<file path="src/rtl/dma_seq_pkg.sv">
package dma_seq_pkg;

  typedef enum logic [3:0] {
    ST_IDLE,
    ST_S1,
    ST_S2,
    ST_S3,
    ST_S4,
    ST_R1,
    ST_R2,
    ST_W1,
    ST_W2
  } seqState_t;

  typedef enum logic [1:0] {
    MODE_SINGLE = 2'd0,
    MODE_BLOCK  = 2'd1,
    MODE_DEMAND = 2'd2,
    MODE_MEM    = 2'd3
  } xferMode_t;

  // strobes from the control FSM to the datapath
  typedef struct packed {
    logic loadCfg;
    logic decCount;
    logic driveAddr;
    logic selDst;
  } dpCtl_t;

endpackage

</file>
<file path="src/rtl/dma_seq_dp.sv">
module dma_seq_dp
  import dma_seq_pkg::*;
#(
  parameter int ADDR_W = 16,
  parameter int CNT_W  = 16
) (
  input  logic              clk,
  input  logic              rstN,
  input  dpCtl_t            dpCtl,
  input  logic [ADDR_W-1:0] cfgSrcAddr,
  input  logic [ADDR_W-1:0] cfgDstAddr,
  input  logic [CNT_W-1:0]  cfgCount,
  output logic [ADDR_W-1:0] addrOut,
  output logic              countZero,
  output logic              armed
);

  localparam logic [CNT_W-1:0] CNT_ONE = CNT_W'(1);

  logic [ADDR_W-1:0] srcAddr;
  logic [ADDR_W-1:0] dstAddr;
  logic [CNT_W-1:0]  wordCount;

  always_ff @(posedge clk or negedge rstN) begin
    if (!rstN) begin
      srcAddr   <= '0;
      dstAddr   <= '0;
      wordCount <= '0;
      armed     <= 1'b0;
    end else if (dpCtl.loadCfg) begin
      srcAddr   <= cfgSrcAddr;
      dstAddr   <= cfgDstAddr;
      wordCount <= cfgCount;
      armed     <= 1'b1;
    end else if (dpCtl.decCount) begin
      wordCount <= wordCount - CNT_ONE;
      if (countZero) armed <= 1'b0;
    end
  end

  assign countZero = (wordCount == '0);

  always_comb begin
    if (!dpCtl.driveAddr)  addrOut = '0;
    else if (dpCtl.selDst) addrOut = dstAddr;
    else                   addrOut = srcAddr;
  end

  // every decrement lowers the count by exactly one, wrapping at zero
  p_count_dec_r7: assert property (@(posedge clk) disable iff (!rstN)
    dpCtl.decCount |=> wordCount == $past(wordCount) - CNT_ONE);

  // a decrement taken at zero disarms the channel
  p_term_disarm_r7: assert property (@(posedge clk) disable iff (!rstN)
    (dpCtl.decCount && countZero && !dpCtl.loadCfg) |=> !armed);

  // a load arms the channel
  p_load_arm_r12: assert property (@(posedge clk) disable iff (!rstN)
    dpCtl.loadCfg |=> armed);

endmodule

</file>
<file path="src/rtl/dma_seq_ctrl.sv">
module dma_seq_ctrl
  import dma_seq_pkg::*;
(
  input  logic       clk,
  input  logic       rstN,
  input  logic       cfgLoad,
  input  logic [1:0] xferMode,
  input  logic       ioToMem,
  input  logic       compatMode,
  input  logic       earlyWrite,
  input  logic       shortCycle,
  input  logic       dreq,
  input  logic       waitIn,
  input  logic       eopInN,
  input  logic       countZero,
  input  logic       armed,
  output dpCtl_t     dpCtl,
  output logic       aen,
  output logic       dack,
  output logic       memrN,
  output logic       memwN,
  output logic       iorN,
  output logic       iowN,
  output logic       eopOutN
);

  seqState_t state, nextState;
  xferMode_t mode;
  logic      abortSeen;
  logic      dreqLost;
  logic      inIoXfer;
  logic      inMemXfer;
  logic      ioStop;
  logic      memStop;
  logic      readPhase;
  logic      writePhase;
  logic      lastState;

  assign mode      = xferMode_t'(xferMode);
  assign inIoXfer  = (state == ST_S2) || (state == ST_S3) || (state == ST_S4);
  assign inMemXfer = (state == ST_R1) || (state == ST_R2) ||
                     (state == ST_W1) || (state == ST_W2);
  assign lastState = (state == ST_S4) || (state == ST_W2);

  assign ioStop  = abortSeen || !eopInN || (mode == MODE_SINGLE) ||
                   ((mode == MODE_DEMAND) && (dreqLost || !dreq));
  assign memStop = abortSeen || !eopInN;

  always_comb begin
    nextState = state;
    unique case (state)
      ST_IDLE: begin
        if (!cfgLoad && armed && dreq)
          nextState = (mode == MODE_MEM) ? ST_R1 : ST_S1;
      end
      ST_S1:   nextState = dreq ? ST_S2 : ST_IDLE;
      ST_S2:   nextState = (compatMode && shortCycle) ? ST_S4 : ST_S3;
      ST_S3:   nextState = waitIn ? ST_S3 : ST_S4;
      ST_S4:   nextState = (countZero || ioStop) ? ST_IDLE : ST_S1;
      ST_R1:   nextState = ST_R2;
      ST_R2:   nextState = ST_W1;
      ST_W1:   nextState = ST_W2;
      ST_W2:   nextState = (countZero || memStop) ? ST_IDLE : ST_R1;
      default: nextState = ST_IDLE;
    endcase
  end

  always_ff @(posedge clk or negedge rstN) begin
    if (!rstN) begin
      state     <= ST_IDLE;
      abortSeen <= 1'b0;
      dreqLost  <= 1'b0;
    end else begin
      state <= nextState;
      if (state == ST_IDLE) begin
        abortSeen <= 1'b0;
        dreqLost  <= 1'b0;
      end else begin
        if ((inIoXfer || inMemXfer) && !eopInN) abortSeen <= 1'b1;
        if ((state == ST_S3) && !dreq)          dreqLost  <= 1'b1;
      end
    end
  end

  // strobe placement per state
  assign readPhase  = (state == ST_S2) || (state == ST_S3);
  assign writePhase = (state == ST_S3) || (state == ST_S4) ||
                      ((state == ST_S2) && (!compatMode || earlyWrite));

  always_comb begin
    aen     = (state != ST_IDLE);
    dack    = inIoXfer;
    memrN   = !((readPhase && !ioToMem) || (state == ST_R1) || (state == ST_R2));
    iorN    = !(readPhase && ioToMem);
    iowN    = !(writePhase && !ioToMem);
    memwN   = !((writePhase && ioToMem) || (state == ST_W1));
    eopOutN = !(lastState && countZero);
  end

  always_comb begin
    dpCtl.loadCfg   = (state == ST_IDLE) && cfgLoad;
    dpCtl.decCount  = lastState;
    dpCtl.driveAddr = (state != ST_IDLE);
    dpCtl.selDst    = (state == ST_W1) || (state == ST_W2);
  end

  // dropped request in the address state returns to idle
  p_s1_drop_r2: assert property (@(posedge clk) disable iff (!rstN)
    (state == ST_S1 && !dreq) |=> state == ST_IDLE);

  // acknowledge only with the address enabled
  p_dack_aen_r3: assert property (@(posedge clk) disable iff (!rstN)
    dack |-> aen);

  // short cycle skips the wait state
  p_short_skip_r5: assert property (@(posedge clk) disable iff (!rstN)
    (state == ST_S2 && compatMode && shortCycle) |=> state == ST_S4);

  // wait input holds the third state and its strobes
  p_wait_hold_r6: assert property (@(posedge clk) disable iff (!rstN)
    (state == ST_S3 && waitIn) |=> (state == ST_S3 && dack && $stable(memrN) && $stable(iorN)));

  // terminal pulse is followed by idle
  p_eop_end_r7: assert property (@(posedge clk) disable iff (!rstN)
    !eopOutN |=> state == ST_IDLE);

  // single mode never chains transfers
  p_single_ret_r8: assert property (@(posedge clk) disable iff (!rstN)
    (state == ST_S4 && mode == MODE_SINGLE) |=> state == ST_IDLE);

  // a sampled external end stops after the current transfer
  p_abort_end_r9: assert property (@(posedge clk) disable iff (!rstN)
    (state == ST_S4 && abortSeen) |=> state == ST_IDLE);

  // the memory loop never acknowledges a device
  p_mem_nodack_r11: assert property (@(posedge clk) disable iff (!rstN)
    inMemXfer |-> !dack);

  // at most one strobe of each direction at a time
  p_strobe_pair_r1: assert property (@(posedge clk) disable iff (!rstN)
    $countones({!memrN, !iorN}) <= 1 && $countones({!memwN, !iowN}) <= 1);

endmodule

</file>
<file path="src/rtl/dma_xfer_seq.sv">
module dma_xfer_seq
  import dma_seq_pkg::*;
#(
  parameter int ADDR_W = 16,
  parameter int CNT_W  = 16
) (
  input  logic              clk,
  input  logic              rstN,
  input  logic              cfgLoad,
  input  logic [ADDR_W-1:0] cfgSrcAddr,
  input  logic [ADDR_W-1:0] cfgDstAddr,
  input  logic [CNT_W-1:0]  cfgCount,
  input  logic [1:0]        xferMode,
  input  logic              ioToMem,
  input  logic              compatMode,
  input  logic              earlyWrite,
  input  logic              shortCycle,
  input  logic              dreq,
  input  logic              waitIn,
  input  logic              eopInN,
  output logic              aen,
  output logic [ADDR_W-1:0] addrOut,
  output logic              dack,
  output logic              memrN,
  output logic              memwN,
  output logic              iorN,
  output logic              iowN,
  output logic              eopOutN
);

  dpCtl_t dpCtl;
  logic   countZero;
  logic   armed;

  dma_seq_ctrl u_ctrl (
    .clk        (clk),
    .rstN       (rstN),
    .cfgLoad    (cfgLoad),
    .xferMode   (xferMode),
    .ioToMem    (ioToMem),
    .compatMode (compatMode),
    .earlyWrite (earlyWrite),
    .shortCycle (shortCycle),
    .dreq       (dreq),
    .waitIn     (waitIn),
    .eopInN     (eopInN),
    .countZero  (countZero),
    .armed      (armed),
    .dpCtl      (dpCtl),
    .aen        (aen),
    .dack       (dack),
    .memrN      (memrN),
    .memwN      (memwN),
    .iorN       (iorN),
    .iowN       (iowN),
    .eopOutN    (eopOutN)
  );

  dma_seq_dp #(
    .ADDR_W (ADDR_W),
    .CNT_W  (CNT_W)
  ) u_dp (
    .clk        (clk),
    .rstN       (rstN),
    .dpCtl      (dpCtl),
    .cfgSrcAddr (cfgSrcAddr),
    .cfgDstAddr (cfgDstAddr),
    .cfgCount   (cfgCount),
    .addrOut    (addrOut),
    .countZero  (countZero),
    .armed      (armed)
  );

endmodule

</file>
<file path="config.mk">
export PLATFORM = sky130hd
export DESIGN_NAME = dma_xfer_seq
export DESIGN_NICKNAME = d
export VERILOG_FILES = /design/src/rtl/dma_seq_pkg.sv /design/src/rtl/dma_seq_dp.sv /design/src/rtl/dma_seq_ctrl.sv /design/src/rtl/dma_xfer_seq.sv
export SDC_FILE = /design/constraint.sdc
export NUM_CORES = 1
export LEC_CHECK = 0
export BUFFER_PORTS_ARGS = -buffer_cell sky130_fd_sc_hd__clkbuf_2
export CAP_MARGIN = 10
export CELL_PAD_IN_SITES_DETAIL_PLACEMENT = 0
export CELL_PAD_IN_SITES_GLOBAL_PLACEMENT = 2
export CORE_ASPECT_RATIO = 1.75
export CORE_UTILIZATION = 27
export DETAILED_ROUTE_END_ITERATION = 16
export GPL_TIMING_DRIVEN = 1
export PLACE_DENSITY_LB_ADDON = 0.1
export SYNTH_ARGS = -nofsm -noshare
export SYNTH_HDL_FRONTEND = slang
export SYNTH_SLANG_ARGS = --single-unit
</file>
<file path="constraint.sdc">
create_clock -name clk -period 2.5 [get_ports clk]
set_clock_uncertainty 0.1 [all_clocks]
set_input_delay 0.5 -clock clk [delete_from_list [all_inputs] [get_ports clk]]
set_output_delay 0.5 -clock clk [all_outputs]
set_load 0.01 [all_outputs]
</file>
* Word level (Yosys, flattened, before mapping)
Cells that the tools add are included.
** Cells by class
- $add $sub $neg :: 1
- Equality and inequality tests :: 11
- Multiplexer cells :: 19
- Reductions and logical operators :: 52
** Operators with widths (number)
- $mux W16 :: 4
- $pmux W4 S9 :: 1
- $logic_or A1 B1 Y1 :: 20
- $eq A4 B3 Y1 const B :: 4
- $logic_not A16 Y1 :: 1
- $sub A16 B1 Y16 const B :: 1
- $logic_and A1 B1 Y1 :: 13
- $mux W3 :: 4
- $logic_not A1 Y1 :: 10
- $eq A4 B2 Y1 const B :: 2
- $mux W1 :: 8
- $reduce_bool A2 Y1 :: 4
- $eq A2 B2 Y1 const B :: 2
- $eq A4 B1 Y1 const B :: 1
- $eq A4 B4 Y1 const B :: 1
- $logic_not A4 Y1 :: 1
- $mux W4 :: 1
- $reduce_bool A4 Y1 :: 1
- $logic_not A2 Y1 :: 1
- $mux W2 :: 1
- $ne A2 B1 Y1 const B :: 1
- $reduce_and A2 Y1 :: 1
** Word-level totals
- Bits in registers :: 55
- Output and inout bits :: 23
- Logic and storage cells :: 90

* Depth between registers and ports, before layout
- Word-level depth :: 8
- Depth in mapped cells :: 7
- Mapped depth without buffers :: 6

* By module
From an unflattened synthesis, not the netlist that was laid out.
** Unflattened totals
- Cells, all modules :: 278
- Area total of the unflattened synthesis :: 3026.7 um^2
** Modules (own cells, without submodules)
- dma_seq_dp :: times used 1, cells an instance 208, area each 2464.9 um^2, seq. area each 1226.2 um^2
- dma_seq_ctrl :: times used 1, cells an instance 70, area each 561.8 um^2, seq. area each 150.1 um^2

* Worst setup path after synthesis
Ideal clock, no wire load.
- Kind :: register to output
- Start :: register u_ctrl.state[1]
- End :: output addrOut[10]
- Data arrival time :: 1.813 ns
- Required time :: 1.900 ns
- Setup slack :: 0.087 ns
- Cell stages (with the launch flop) :: 8
- Cells stage by stage :: dfrtp_1 -> clkbuf_1 -> nor4b_1 -> or2_2 -> buf_2 -> buf_4 -> mux2i_1 -> nor2_1
** Between the ends
- Word-level cells in the longest chain between the ends :: 4
** Ends and longest elaborated chain
- start: declaration :: line dma_seq_ctrl.sv:27 : seqState_t state, nextState;
- start signal: assignment :: line dma_seq_ctrl.sv:74 : state <= nextState;
- $eq A4 B3 Y1 / $eq A4 B4 Y1 (equally long branches) :: line dma_seq_ctrl.sv:104 : dpCtl.selDst = (state == ST_W1) || (state == ST_W2);
- $logic_or A1 B1 Y1 :: line dma_seq_ctrl.sv:104
- $mux W16 :: line dma_seq_dp.sv:45 : else if (dpCtl.selDst) addrOut = dstAddr;
- $mux W16 * :: line dma_seq_dp.sv:44 : if (!dpCtl.driveAddr) addrOut = '0;
- end: declaration :: line dma_xfer_seq.sv:22 : output logic [ADDR_W-1:0] addrOut,
Every way passes the cells marked *; elsewhere a longest branch is shown, timed or not.

* Final worst setup path
- Start :: register u_dp.wordCount[6]
- End :: output eopOutN
** Between the ends
- Word-level cells in the longest chain between the ends :: 3
** Ends and longest elaborated chain
- start: declaration :: line dma_seq_dp.sv:22 : logic [CNT_W-1:0] wordCount;
- start signal: assignment :: line dma_seq_dp.sv:33 : wordCount <= cfgCount;
- start signal: assignment :: line dma_seq_dp.sv:36 : wordCount <= wordCount - CNT_ONE;
- $logic_not A16 Y1 :: line dma_seq_dp.sv:41 : assign countZero = (wordCount == '0);
- $logic_and A1 B1 Y1 :: line dma_seq_ctrl.sv:97 : eopOutN = !(lastState && countZero);
- $logic_not A1 Y1 :: line dma_seq_ctrl.sv:97
- end: declaration :: line dma_xfer_seq.sv:28 : output logic eopOutN
Every way passes these cells.

==> reports/summary.txt <==
synth-to-layout area growth: 30.7%
failing checks: setup timing
top-area cell type share of the netlist area: 0.472
via density per instance: 4.73
Rows: 49
Avg WL per Cell: 14.5 um
Worst Path Required: 1.90 ns
fin worst setup slack: -0.134 ns
input/output buffers: 82
Final Cycle Share: 1.05
clock tree buffer depth: 2
DRC Markers: 0
fin crit period: 2.63 ns
routability cong.: 0.734
arrival time at the worst endpoint: 2.03 ns
Synth area leaders: dfrtp_1, nand2_1, mux2i_1
PwrDens: 1140 mW/mm^2
Crit Path Category: reg2out
worst skew pair latency: 0.29 ns
Syn Area/Cell: 8.53 um^2
ant diodes: 0
status: finished with violations
FF+latch area: 0.00138 mm^2
H-Tree Level Count: 2
max-cap check violation count: 0
Netlist cell types: 43
# nets final: 502
busiest grt layer: met2
Final Util: 0.366
Setup crit start kind: register
setup TNS: -0.134 ns
async set or reset register ratio after synthesis: 1.00
Post-synth top flop: dfrtp_1
Min Hold Slack: 0.184 ns
Detailed Routing Iterations Pass 1: 4
Filler cells: 1142
first-pass GRT wire length: 13600 um
count of hold-fix buffers inserted at cts: 0
Reg clk slew, reported paths: 0.07 ns
mapped cell area: 0.00292 mm^2
cts bufs inserted: 5
most instantiated library cell after synthesis: nand2_1
CTS tree: done
Max transition margin: 0.444
Post-DP HPWL: 6230 um
Peak VDD IR: 463 uV
area leader, netlist: dfrtp_1
Max Fanout on Critical Path: 2
Initial Util: 0.280
final WL: 8250 um
1st-iter DRT viols: 100
GRT Total Usage: 0.158
worst slew pin tran: 0.833 ns
IO Count: 83
total power: 4.36 mW
M3 GR Usage: 0.0203
post-synthesis sequential area ratio: 0.472
unrepaired setup endpoints after global routing: true
fin. max-slew vios: 0
#FFs+latches synth: 55
# setup viols final: 1
final instance area: 0.00381 mm^2
Root Driver: clkbuf_16
number of synthesis warnings: 0
die span in x: 80.6 um
antenna violations before repair: 0
met1 Use GR: 0.173
total congestion overflow: 0
Sink Count: 55
grt met2 use: 0.297
Pleak: 1.83 nW
total die area: 0.0112 mm^2
Mapped Cells: 342
Die Y: 140 um
layout cells sized above 1: 0.302
vias in the first global route: 2846
Synthesized Nets: 404
area post-placement: 0.00362 mm^2
critical path endpoint category: output port
commonest cells in the netlist: nand2_1, dfrtp_1, nor2_1
Hold Vio Cnt, Final: 0
core area: 0.0104 mm^2
Post-synth EDFFs: 0
DR vias: 2688
footprint of the multi-input gates: 0.00147 mm^2
worst hold path class: in2async
pin count of the biggest net entering global routing: 33
fmax: 0.380 GHz
Final ANT Viol Nets: 0
-- cell type report --
type | count | area share
Inverter | 6 | 0.00591
Clock buffer | 6 | 0.0338
Clock inverter | 2 | 0.00328
Timing Repair Buffer | 110 | 0.169
Tap cell | 127 | 0.0417
Sequential cell | 55 | 0.362
Multi-Input combinational cell | 262 | 0.385
-- layer usage --
layer / up-vias / routed length [um] / part of all wire
met5: - / 0 / 0
met4: 0 / 172 / 0.021
met3: 9 / 210 / 0.025
met2: 55 / 4530 / 0.55
met1: 1265 / 3330 / 0.40
li1: 1359 / - / -
-- cells by family after synthesis --
| logic type | after synthesis | synth area share |
|---|---|---|
| buf+inv | 25 | 0.0377 |
| simple gates | 186 | 0.291 |
| xor+xnor | 6 | 0.0180 |
| mux | 19 | 0.0660 |
| compound gates | 49 | 0.107 |
| fa+ha+maj | 2 | 0.00857 |
| flops | 55 | 0.472 |
-- report_power, final --
part	leakage, nW	total, mW	internal [mW]	switching, mW
Combinational	1.09	2.07	0.893	1.17
Sequential	0.665	1.60	1.31	0.296
Clock	0.0669	0.693	0.371	0.322
-- cell usage in the layout (no fill, tap or decap), types with 2 or more instances in the layout --
| cell | count |
|---|---|
| a2111oi_0 | 2 |
| a21oi_1 | 7 |
| a31oi_1 | 10 |
| buf_4 | 26 |
| buf_6 | 2 |
| clkbuf_16 | 5 |
| clkbuf_2 | 80 |
| dfrtp_1 | 53 |
| dfrtp_2 | 2 |
| ha_1 | 2 |
| inv_1 | 6 |
| mux2_2 | 2 |
| mux2i_1 | 17 |
| nand2_1 | 109 |
| nand2b_1 | 4 |
| nand3_1 | 5 |
| nand3b_1 | 2 |
| nand4_1 | 4 |
| nor2_1 | 28 |
| nor2b_1 | 2 |
| nor3_1 | 3 |
| o211ai_1 | 2 |
| o21ai_0 | 14 |
| o22a_1 | 2 |
| o31ai_1 | 7 |
| or2_2 | 3 |
| or2_4 | 2 |
| or3_1 | 3 |
| or4_1 | 8 |
| or4_4 | 2 |
| xor2_1 | 5 |
-- worst paths after layout --
kind,end,from,slack [ns],cells after the start
hold / removal,u_ctrl.state[1]$_DFFE_PN0P_,rstN,0.18,1
hold reg to reg,u_dp.srcAddr[4]$_DFFE_PN0P_,u_dp.srcAddr[4]$_DFFE_PN0P_,0.38,2
min in group clk,u_dp.srcAddr[11]$_DFFE_PN0P_,cfgSrcAddr[11],0.29,3
setup reg to reg,u_dp.wordCount[8]$_DFFE_PN0P_,u_ctrl.state[3]$_DFFE_PN0P_,0.16,6
max in group asynchronous,u_dp.dstAddr[15]$_DFFE_PN0P_,rstN,1.43,2
setup / recovery,eopOutN,u_dp.wordCount[6]$_DFFE_PN0P_,-0.13,4
-- worst max-delay path, cell delays in order, from the launching register on --
cell and delay, ns:
dfrtp_1 0.38, or4_4 0.53, or2_4 0.26, or4_4 0.44, buf_6 0.14
-- per-stage QoR --
stage               setup slack, ns  instances
finish                       -0.134        568
global route                 -0.187        568
CTS                          -0.149        568
detailed placement           0.0475        558
global placement             0.0597        558
floorplan                    0.0875        342
-- timing repair --
action | in CTS | in global routing
pin swaps | 5 | 1
endpoints found under the setup margin | 17 | 12
buffers inserted | 2 | 0
cloned | 0 | 0
resized for setup | 4 | 7
-- registers in the layout (all words and copies together), names as in the netlist --
signal            flops
u_dp.dstAddr         16
u_ctrl.dreqLost       1
u_dp.srcAddr         16
u_dp.armed            1
u_dp.wordCount       16
u_ctrl.abortSeen      1
u_ctrl.state          4
Note: power is estimated with default switching activity, not from simulation.
